$ cat src/rtl/meas_seq_pkg.sv
package meas_seq_pkg;
  typedef enum logic [2:0] {
    ST_SLEEP = 3'd0,
    ST_IDLE  = 3'd1,
    ST_WAIT  = 3'd2,
    ST_INIT  = 3'd3,
    ST_ADC   = 3'd4
  } seq_state_e;
endpackage

$ cat src/rtl/meas_step_timer.sv
module meas_step_timer #(
  parameter int CNT_W = 12
) (
  input  logic             clk_i,
  input  logic             rst_ni,
  input  logic             load_i,
  input  logic [CNT_W-1:0] load_val_i,
  input  logic             tick_i,
  output logic             last_o
);
  logic [CNT_W-1:0] cnt_q;

  always_ff @(posedge clk_i or negedge rst_ni) begin
    if (!rst_ni)                       cnt_q <= '0;
    else if (load_i)                   cnt_q <= load_val_i;
    else if (tick_i && cnt_q != '0)    cnt_q <= cnt_q - 1'b1;
  end

  assign last_o = tick_i && (cnt_q == CNT_W'(1));
endmodule

$ cat src/rtl/meas_accum.sv
module meas_accum #(
  parameter int SAMPLE_W = 11,
  parameter int DATA_W   = 16,
  parameter int STEP_MAX = 1024
) (
  input  logic                clk_i,
  input  logic                rst_ni,
  input  logic                clr_i,
  input  logic                add_i,
  input  logic                fin_i,
  input  logic                aen_i,
  input  logic [SAMPLE_W-1:0] sample_i,
  output logic [DATA_W-1:0]   data_o,
  output logic                xfer_o,
  output logic                valid_o
);
  logic [DATA_W-1:0]   acc_q, acc_sat;
  logic [SAMPLE_W-1:0] sample_c;
  logic [DATA_W:0]     sum;

  always_comb begin
    sample_c = (sample_i > SAMPLE_W'(STEP_MAX)) ? SAMPLE_W'(STEP_MAX) : sample_i;
    sum      = {1'b0, acc_q} + (DATA_W+1)'(sample_c);
    acc_sat  = sum[DATA_W] ? '1 : sum[DATA_W-1:0];
  end

  always_ff @(posedge clk_i or negedge rst_ni) begin
    if (!rst_ni) begin
      acc_q   <= '0;
      data_o  <= '0;
      xfer_o  <= 1'b0;
      valid_o <= 1'b0;
    end else begin
      if (clr_i)      acc_q <= '0;
      else if (add_i) acc_q <= acc_sat;
      if (fin_i)      data_o <= acc_sat;
      xfer_o <= fin_i;
      // measure-disable wins over a same-cycle completion
      if (!aen_i)     valid_o <= 1'b0;
      else if (fin_i) valid_o <= 1'b1;
    end
  end
endmodule

$ cat src/rtl/meas_seq_fsm.sv
module meas_seq_fsm
  import meas_seq_pkg::*;
#(
  parameter int CODE_W    = 8,
  parameter int LONG_MULT = 12,
  parameter int CNT_W     = 12
) (
  input  logic              clk_i,
  input  logic              rst_ni,
  input  logic              tick_i,
  input  logic              bus_start_i,
  input  logic              pon_i,
  input  logic              aen_i,
  input  logic              wen_i,
  input  logic              sai_i,
  input  logic              wlong_i,
  input  logic              irq_gen_i,
  input  logic [CODE_W-1:0] atime_i,
  input  logic [CODE_W-1:0] wtime_i,
  input  logic              last_i,
  output seq_state_e        state_o,
  output logic              load_o,
  output logic [CNT_W-1:0]  load_val_o,
  output logic              clr_o,
  output logic              add_o,
  output logic              fin_o
);
  localparam int CODE_SPAN = 1 << CODE_W;

  seq_state_e state_q, state_d;
  logic [CNT_W-1:0] wait_base, wait_steps, adc_steps;
  logic             abort;

  always_comb begin
    wait_base  = CNT_W'(CODE_SPAN) - CNT_W'(wtime_i);
    wait_steps = wlong_i ? wait_base * CNT_W'(LONG_MULT) : wait_base;
    adc_steps  = CNT_W'(CODE_SPAN) - CNT_W'(atime_i);
  end

  assign abort = tick_i && !pon_i &&
                 (state_q == ST_WAIT || state_q == ST_INIT || state_q == ST_ADC);

  always_comb begin
    state_d    = state_q;
    load_o     = 1'b0;
    load_val_o = '0;
    clr_o      = 1'b0;
    add_o      = 1'b0;
    fin_o      = 1'b0;
    unique case (state_q)
      ST_SLEEP: if (bus_start_i) state_d = ST_IDLE;
      ST_IDLE: begin
        if (!pon_i) state_d = ST_SLEEP;
        else if (aen_i) begin
          if (wen_i) begin
            state_d    = ST_WAIT;
            load_o     = 1'b1;
            load_val_o = wait_steps;
          end else begin
            state_d = ST_INIT;
          end
        end
      end
      ST_WAIT: begin
        if (abort)       state_d = ST_SLEEP;
        else if (last_i) state_d = ST_INIT;
      end
      ST_INIT: begin
        if (abort) state_d = ST_SLEEP;
        else if (tick_i) begin
          state_d    = ST_ADC;
          load_o     = 1'b1;
          load_val_o = adc_steps;
          clr_o      = 1'b1;
        end
      end
      ST_ADC: begin
        if (abort) state_d = ST_SLEEP;
        else if (tick_i) begin
          add_o = 1'b1;
          if (last_i) begin
            fin_o   = 1'b1;
            state_d = (irq_gen_i && sai_i) ? ST_SLEEP : ST_IDLE;
          end
        end
      end
      default: state_d = ST_SLEEP;
    endcase
  end

  always_ff @(posedge clk_i or negedge rst_ni) begin
    if (!rst_ni) state_q <= ST_SLEEP;
    else         state_q <= state_d;
  end

  assign state_o = state_q;
endmodule

$ cat src/rtl/meas_seq.sv
module meas_seq
  import meas_seq_pkg::*;
#(
  parameter int CODE_W    = 8,
  parameter int LONG_MULT = 12,
  parameter int SAMPLE_W  = 11,
  parameter int DATA_W    = 16,
  parameter int STEP_MAX  = 1024
) (
  input  logic                clk_i,
  input  logic                rst_ni,
  input  logic                step_tick_i,
  input  logic                bus_start_i,
  input  logic                pon_i,
  input  logic                aen_i,
  input  logic                wen_i,
  input  logic                sai_i,
  input  logic                wlong_i,
  input  logic [CODE_W-1:0]   atime_i,
  input  logic [CODE_W-1:0]   wtime_i,
  input  logic                irq_gen_i,
  input  logic [SAMPLE_W-1:0] adc_sample_i,
  output logic [2:0]          state_o,
  output logic                integ_o,
  output logic                xfer_o,
  output logic                valid_o,
  output logic [DATA_W-1:0]   data_o
);
  localparam int CNT_W = $clog2(((1 << CODE_W) * LONG_MULT) + 1);

  seq_state_e       state;
  logic             load, clr, add, fin, last;
  logic [CNT_W-1:0] load_val;

  meas_seq_fsm #(
    .CODE_W(CODE_W), .LONG_MULT(LONG_MULT), .CNT_W(CNT_W)
  ) u_fsm (
    .clk_i, .rst_ni,
    .tick_i(step_tick_i), .bus_start_i, .pon_i, .aen_i, .wen_i, .sai_i,
    .wlong_i, .irq_gen_i, .atime_i, .wtime_i,
    .last_i(last), .state_o(state), .load_o(load), .load_val_o(load_val),
    .clr_o(clr), .add_o(add), .fin_o(fin)
  );

  meas_step_timer #(.CNT_W(CNT_W)) u_timer (
    .clk_i, .rst_ni, .load_i(load), .load_val_i(load_val),
    .tick_i(step_tick_i), .last_o(last)
  );

  meas_accum #(
    .SAMPLE_W(SAMPLE_W), .DATA_W(DATA_W), .STEP_MAX(STEP_MAX)
  ) u_accum (
    .clk_i, .rst_ni, .clr_i(clr), .add_i(add), .fin_i(fin), .aen_i,
    .sample_i(adc_sample_i), .data_o, .xfer_o, .valid_o
  );

  assign state_o = state;
  assign integ_o = (state == ST_ADC);
endmodule

$ cat config.mk
export PLATFORM = sky130hd
export DESIGN_NAME = meas_seq
export DESIGN_NICKNAME = d
export VERILOG_FILES = /design/src/rtl/meas_seq_pkg.sv /design/src/rtl/meas_step_timer.sv /design/src/rtl/meas_accum.sv /design/src/rtl/meas_seq_fsm.sv /design/src/rtl/meas_seq.sv
export SDC_FILE = /design/constraint.sdc
export NUM_CORES = 1
export LEC_CHECK = 0
export BUFFER_PORTS_ARGS = -buffer_cell sky130_fd_sc_hd__buf_2
export CORE_UTILIZATION = 30
export CTS_CLUSTER_DIAMETER = 50
export DETAILED_ROUTE_END_ITERATION = 10
export MAX_ROUTING_LAYER = met4
export SYNTH_ARGS = -nofsm -noshare
export SYNTH_HDL_FRONTEND = slang
export SYNTH_HIERARCHICAL = 1
export SYNTH_SLANG_ARGS = --single-unit
$ cat constraint.sdc
create_clock -name clk_i -period 3.65 [get_ports clk_i]
set_input_delay 0.5475 -clock clk_i [delete_from_list [all_inputs] [get_ports clk_i]]
set_output_delay 0.5475 -clock clk_i [all_outputs]
set_load 0.03 [all_outputs]
==> results.tsv, run 1 <==
stage	metric	value	unit
sta	fmax	326.7	MHz
detailed_routing	DRC viols	0	
layout	Area Overhead vs Synth	14.77	%
cts	Num CTS Buffers	5	
sta	final hold violations	0	
layout	area of the multi-input gates	0.002614	sq mm
grt	Congestion Overflow GR	0	
grt	vias in the first global route	3599	
setup_path	CP required	3770	ps
placement	post-DP HPWL	7.614	mm
yosys	post-synth top area share	30.47	%
sta	Setup Skew	4.648	ps
setup_path	CP Class	input port to flop	
detailed_routing	drt pass-1 iters	6	
setup_path	critical path arrival	3180	ps
hold_path	Hold WC Path Type	input port to asynchronous set/reset pin	
setup_path	Reg2Reg Depth	7	
setup_path	crit-path cells	buf_2, nor3_2, xor2_2, inv_1, ha_1, a21oi_1, o31ai_1, a41oi_2, xor2_1, nor2_1, a22oi_1, o311ai_0	
floorplan	initial core utilization	31.38	%
cts	cts repair resizes	0	
sta	setup_tns	0	ps
job	max_cap viols	0	
cts	hold_buf cts	0	
pwr	Max IR drop VDD	173.7	uV
setup_path	critical path peak fanout	7	
cts	Reg clk slew, reported paths	70	ps
sta	Period Utilization, post-route	83.87	%
yosys	post-synthesis cell count	466	
pwr	Cell Pwr Density	492.4	mW/mm^2
detailed_routing	initial DRC count	355	
detailed_routing	wire per inst	14.41	um
layout	final core utilization	36.01	%
grt	first-pass GRT wire length	17.15	mm
cts	clk_lat worst skew	290	ps
setup_path	crit path capture type	flop	
setup_path	Reg-to-Reg End	u_accum/acc_q[11]	
layout	Reg area	0.001226	sq mm
cts	CTS tree	done	
grt	initial antenna violation count	0	
detailed_routing	DR vias	3658	
sta	unrepaired setup endpoints after global routing	no	
yosys	Post-synth EDFFs	0	
detailed_routing	Routed Antenna Nets	0	
floorplan	I/O pins	59	
floorplan	Chip Width	117.8	um
cts	CTS root buffer	clkbuf_16	
detailed_routing	final wirelength	9.941	mm
sta	Setup violations, final	0	
yosys	mapped cell area	0.004024	sq mm
cts	postcts setup bufs	0	
setup_path	startpoint types	input port	
grt	all-layer global routing usage	15.05	%
cts	clock buffer depth	2	
yosys	post-synth top area cell	dfrtp_1	
pwr	Leakage Power	0.002034	uW
floorplan	Die Ht	117.8	um
setup_path	CP peak stage delay	470	ps
placement	GPL Wtd Cong	0.8533	
floorplan	die area	0.01388	sq mm
layout	Layout fillers	1347	
run_status	status	finished clean	
setup_path	CP max-delay cell	o31ai_1	
sta	measured slew at the worst slew-check pin	723.5	ps
yosys	asr flop ratio synth	100.0	%
floorplan	placeable core region	0.01282	sq mm
placement	port buffer count	58	
setup_path	Crit. Startpoint	wtime_i[2]	
detailed_routing	vias per std cell	5.301	
sta	minimum clock period	3061	ps
sta	fin. max-slew vios	0	
grt	largest net degree at the start of global routing	30	
layout	layout cells sized above 1	19.69	%
yosys	FF+latch count, synth	49	
floorplan	number of core rows	41	
setup_path	Worst R2R Start	u_accum/acc_q[9]	
yosys	Post-synth top flop	dfrtp_1	
cts	H-tree levels	2	
cts	CTS Sinks	49	
yosys	syn_nets	527	
yosys	warnings from Yosys	6	
setup_path	flop-to-flop setup slack	1040	ps
sta	Max-slew headroom	51.65	%
layout	Layout Nets	578	
yosys	Synth area leaders	dfrtp_1, ha_1, nor2_1	
layout	Antenna diodes	0	
yosys	syn avg cell area	8.635	sq um
yosys	sequential fraction of the synthesis area	30.47	%
yosys	Distinct cells, synth	80	
[kinds of logic (layout without fill, tap and decap cells)]
logic type | Yosys count | after routing | synth area share [%]
xor gates and xnor gates | 25 | 25 | 5.815
muxes | 11 | 11 | 2.799
adders and majority gates | 24 | 24 | 7.836
buffers and inverters | 37 | 89 | 4.571
AOI/OAI and AO/OA | 133 | 133 | 23.26
and+or+nand+nor | 187 | 187 | 25.25
DFF | 49 | 49 | 30.47
[routing by layer]
layer | part of all wire, % | wire, um | global-route usage [%]
met1 | 47 | 4655 | 19.10
met2 | 48 | 4740 | 24.60
met3 | 4.3 | 429 | 2.422
met4 | 1.2 | 116 | 4.407
met5 | 0 | 0 | -
[worst max-delay path by stage]
| stage | endpoint | slack [ps] | cells past startpoint |
|---|---|---|---|
| after CTS | u_timer/cnt_q[10] | 620 | 12 |
| after floorplan | u_timer/cnt_q[7] | 840 | 11 |
| after global routing | u_timer/cnt_q[10] | 380 | 13 |
| final | u_timer/cnt_q[10] | 590 | 12 |
| after detailed placement | u_timer/cnt_q[10] | 320 | 12 |
| after global placement | u_timer/cnt_q[10] | 470 | 13 |
[cells in the mapped netlist (3+ instances only)]
library cell and n:
ha_1 22, or3_1 6, a21o_1 4, nand3_1 8
o22ai_1 3, mux2i_1 9, a21oi_1 27, xnor2_1 10
inv_1 19, nor3b_2 3, or2_2 3, nor4_1 10
a31oi_1 8, o31ai_1 5, nand2_1 33, o31a_1 4
o21ai_0 21, nand2b_1 6, xor2_1 13, a22oi_1 3
a211oi_1 20, nand4_1 5, dfrtp_1 49, and2_1 4
nor2_1 56, clkbuf_1 10, nor2b_1 17, nor3_1 14
o21a_1 3, o211ai_1 3, a21o_2 4
[state kept, by name (all words and copies together) (netlist names)]
name	count
u_accum/acc_q	16
u_accum/data_o	16
u_timer/cnt_q	12
u_fsm/state_o	3
u_accum/valid_o	1
u_accum/xfer_o	1
[worst max-delay path: cells and delay by family]
| kind | cells | cell delay, ps |
|---|---|---|
| and+or+nand+nor | 2 | 370 |
| AOI/OAI and AO/OA | 5 | 1130 |
| buffers and inverters | 2 | 270 |
| adders and majority gates | 1 | 350 |
| xor gates and xnor gates | 2 | 500 |
[cell usage in the layout, fill, tap and decap left out, drive strengths merged, types with 9 or more instances in the layout]
master	n
buf	62
nor2	56
dfrtp	49
nand2	34
a21oi	29
ha	22
o21ai	21
a211oi	21
inv	19
nor2b	17
nor3	16
xor2	15
nor4	12
xnor2	10
mux2i	9
[report_power, final]
group	switching, uW	internal, uW	total (uW)	leakage [uW]
clock network	207	324	531	0.0000800
logic	544	388	932	0.00130
registers	148	663	811	0.000654
total	899	1370	2270	0.00203
[per-stage QoR]
stage	setup slack, ps	instance area (sq um)	total power [uW]	cells	hold slack (ps)
floorplan	835.6	4024	1504	466	251.9
global placement	468.3	4447	1717	682	464.2
detailed placement	324.1	4447	1745	682	473.5
CTS	621.7	4618	2295	690	236.1
global route	376.5	4618	2458	690	271.1
finish	588.8	4618	2274	690	221.8
[cell type report]
type | instances | area share, %
clock buffer | 5 | 2.709
clock inverter | 3 | 1.002
inverter | 19 | 1.544
multi-input combinational | 380 | 56.60
sequential | 49 | 26.55
tap | 172 | 4.660
timing repair buffer | 62 | 6.936
No activity file was read; power rests on OpenSTA's default activity.
==> run 2, diff against run 1 <==
--- a/config.mk
+++ b/config.mk
@@ -5,6 +5,7 @@
 export SDC_FILE = /design/constraint.sdc
 export NUM_CORES = 1
 export LEC_CHECK = 0
+export ABC_AREA = 1
 export BUFFER_PORTS_ARGS = -buffer_cell sky130_fd_sc_hd__buf_2
 export CORE_UTILIZATION = 30
 export CTS_CLUSTER_DIAMETER = 50
==> constraint.sdc (replaced) <==
create_clock -name clk_i -period 2.6 [get_ports clk_i]
set_input_delay 0.39 -clock clk_i [delete_from_list [all_inputs] [get_ports clk_i]]
set_output_delay 0.39 -clock clk_i [all_outputs]
set_load 0.03 [all_outputs]
==> results.tsv, run 2 <==
stage	metric	value	unit
yosys	warnings from Yosys	6	
layout	biggest regs	u_accum/acc_q x16, u_accum/data_o x16, u_timer/cnt_q x12	
grt	initial antenna violation count	0	
yosys	syn_nets	728	
grt	vias in the first global route	4037	
job	max_cap viols	0	
setup_path	Reg-to-Reg End	u_accum/data_o[2]	
sta	measured slew at the worst slew-check pin	539.4	ps
sta	fmax	423.4	MHz
yosys	Synth area leaders	dfrtp_1, nand2_1, inv_1	
cts	H-tree levels	2	
sta	minimum clock period	2362	ps
pwr	Leakage Power	0.003102	uW
layout	Layout Nets	828	
sta	fin. max-slew vios	0	
yosys	sequential fraction of the synthesis area	28.75	%
pwr	switch share	39.91	%
placement	post-DP HPWL	8.387	mm
detailed_routing	Routed Antenna Nets	0	
layout	Reg area	0.001226	sq mm
sta	final hold violations	0	
yosys	Distinct cells, synth	42	
layout	commonest cells after routing, fill and taps aside	nand2_1, inv_1, nor2_1	
sta	Max-slew headroom	64.04	%
placement	placed inst area	0.005085	sq mm
pwr	Pint	2093	uW
detailed_routing	wire per inst	11.18	um
setup_path	startpoint types	input port	
floorplan	initial core utilization	30.73	%
yosys	post-synth top area share	28.75	%
hold_path	Hold WC Path Type	input port to asynchronous set/reset pin	
cts	hold_buf cts	0	
detailed_routing	final wirelength	10.60	mm
yosys	syn avg cell area	6.395	sq um
cts	clk_lat worst skew	300	ps
floorplan	number of core rows	43	
yosys	post-synthesis cell count	667	
yosys	most instantiated cells after synthesis	nand2_1, inv_1, nor2_1, dfrtp_1, nand3_1	
yosys	post-synth top area cell	dfrtp_1	
floorplan	I/O pins	59	
sta	Setup violations, final	0	
grt	largest net degree at the start of global routing	28	
layout	commonest non-fill, non-tap cell in the layout	nand2_1	
placement	GPL Wtd Cong	0.8593	
sta	Setup Skew	13.21	ps
floorplan	placeable core region	0.01388	sq mm
layout	Layout fillers	1483	
sta	Period Utilization, post-route	90.84	%
cts	clock buffer depth	2	
setup_path	critical path arrival	2540	ps
pwr	total net switching power	1390	uW
setup_path	flop-to-flop setup slack	550	ps
sta	unrepaired setup endpoints after global routing	no	
layout	Design Area, Final	0.005305	sq mm
cts	CTS root buffer	clkbuf_16	
pwr	clock share of power	24.2	%
pwr	Tot Pwr	3483	uW
cts	cts repair resizes	0	
setup_path	CP required	2780	ps
pwr	Cell Pwr Density	656.5	mW/mm^2
setup_path	Crit. Startpoint	adc_sample_i[4]	
floorplan	die area	0.01470	sq mm
yosys	Post-synth top flop	dfrtp_1	
grt	Congestion Overflow GR	0	
pwr	Comb power frac	44.7	%
floorplan	Chip Width	121.2	um
layout	Antenna diodes	0	
setup_path	crit path capture type	flop	
yosys	asr flop ratio synth	100.0	%
setup_path	CP Class	input port to flop	
floorplan	Die Ht	121.2	um
run_status	status	finished clean	
pwr	fraction of power consumed by sequential logic	31.1	%
cts	Reg clk slew, reported paths	70	ps
yosys	FF+latch count, synth	49	
detailed_routing	initial DRC count	270	
yosys	top-count cell post-synth	nand2_1	
layout	layout cells sized above 1	21.48	%
grt	first-pass GRT wire length	18.30	mm
setup_path	end of the critical path	u_accum/data_o[2]	
detailed_routing	DRC viols	0	
setup_path	critical path peak fanout	10	
detailed_routing	DR vias	4207	
detailed_routing	vias per std cell	4.438	
cts	Num CTS Buffers	5	
cts	CTS tree	done	
setup_path	Worst R2R Start	u_accum/acc_q[0]	
yosys	mapped cell area	0.004265	sq mm
setup_path	Reg2Reg Depth	11	
cts	CTS Sinks	49	
cts	postcts setup bufs	0	
sta	Hold Slack	74.09	ps
grt	all-layer global routing usage	15.81	%
detailed_routing	drt pass-1 iters	4	
layout	Area Overhead vs Synth	24.38	%
layout	area of the multi-input gates	0.002658	sq mm
placement	port buffer count	58	
yosys	Post-synth EDFFs	0	
pwr	Max IR drop VDD	322.3	uV
-- run 2: worst min-delay path by stage --
| stage | start | end | cells past startpoint |
|---|---|---|---|
| floorplan | rst_ni | u_accum/acc_q[0] | 0 |
| global placement | rst_ni | u_accum/data_o[3] | 1 |
| detailed placement | rst_ni | u_accum/data_o[3] | 1 |
| CTS | rst_ni | u_accum/data_o[3] | 1 |
| global route | rst_ni | u_accum/data_o[3] | 1 |
| finish | rst_ni | u_accum/data_o[3] | 1 |
-- run 2: metrics by stage --
stage	setup WS (ps)	utilization (%)	instances	TNS [ps]
after detailed placement	-56.36	36.63	940	-782.5
after floorplan	13.59	-	667	0
final	238.2	38.22	948	0
after global routing	9.255	38.22	948	0
after global placement	-40.32	36.63	940	-505.6
after CTS	216.5	38.00	948	0
-- run 2: logic make-up after synthesis --
kind of cell               count (synthesis)  share of synthesized area [%]
AOI/OAI and AO/OA                         65                          9.475
xor gates and xnor gates                  15                          3.080
adders and majority gates                 24                          7.392
buffers and inverters                    107                          9.651
DFF                                       49                          28.75
and+or+nand+nor                          407                          41.65
-- run 2: layout make-up --
type | instances | area share, %
inverters | 100 | 7.075
clock inverters | 3 | 1.226
clock buffers | 5 | 2.358
repair buffers | 100 | 11.89
flip-flops and latches | 49 | 23.11
multi-input cells | 511 | 50.09
well taps | 180 | 4.245
-- run 2: power groups by stage --
stage / clock network, uW / registers (uW) / logic [uW]
floorplan: 0 / 1090 / 1100
global placement: 0 / 1090 / 1540
CTS: 868 / 1080 / 1560
global route: 892 / 1110 / 1810
finish: 843 / 1080 / 1560
detailed placement: 0 / 1090 / 1550
-- run 2: metal layers --
layer  GRT usage (%)  up-vias  routed length (um)
met5               -        -                   0
met4           4.475        0                 163
met3           1.880       14                 450
met2           27.32       82                4976
met1           19.33     1827                5005
li1                -     2284                   -
-- run 2: worst max-delay path, cell delays in order --
cell,delay [ps]
buf_2,80
inv_1,40
nand4_1,100
nor3_2,50
a21boi_1,120
buf_4,180
nor2_1,60
ha_1,210
fa_1,380
nand2_1,100
nand2_1,90
nand3_1,110
nand2_2,110
a21oi_4,180
buf_4,160
o21ai_2,70
nand2_1,60
nand2_1,50
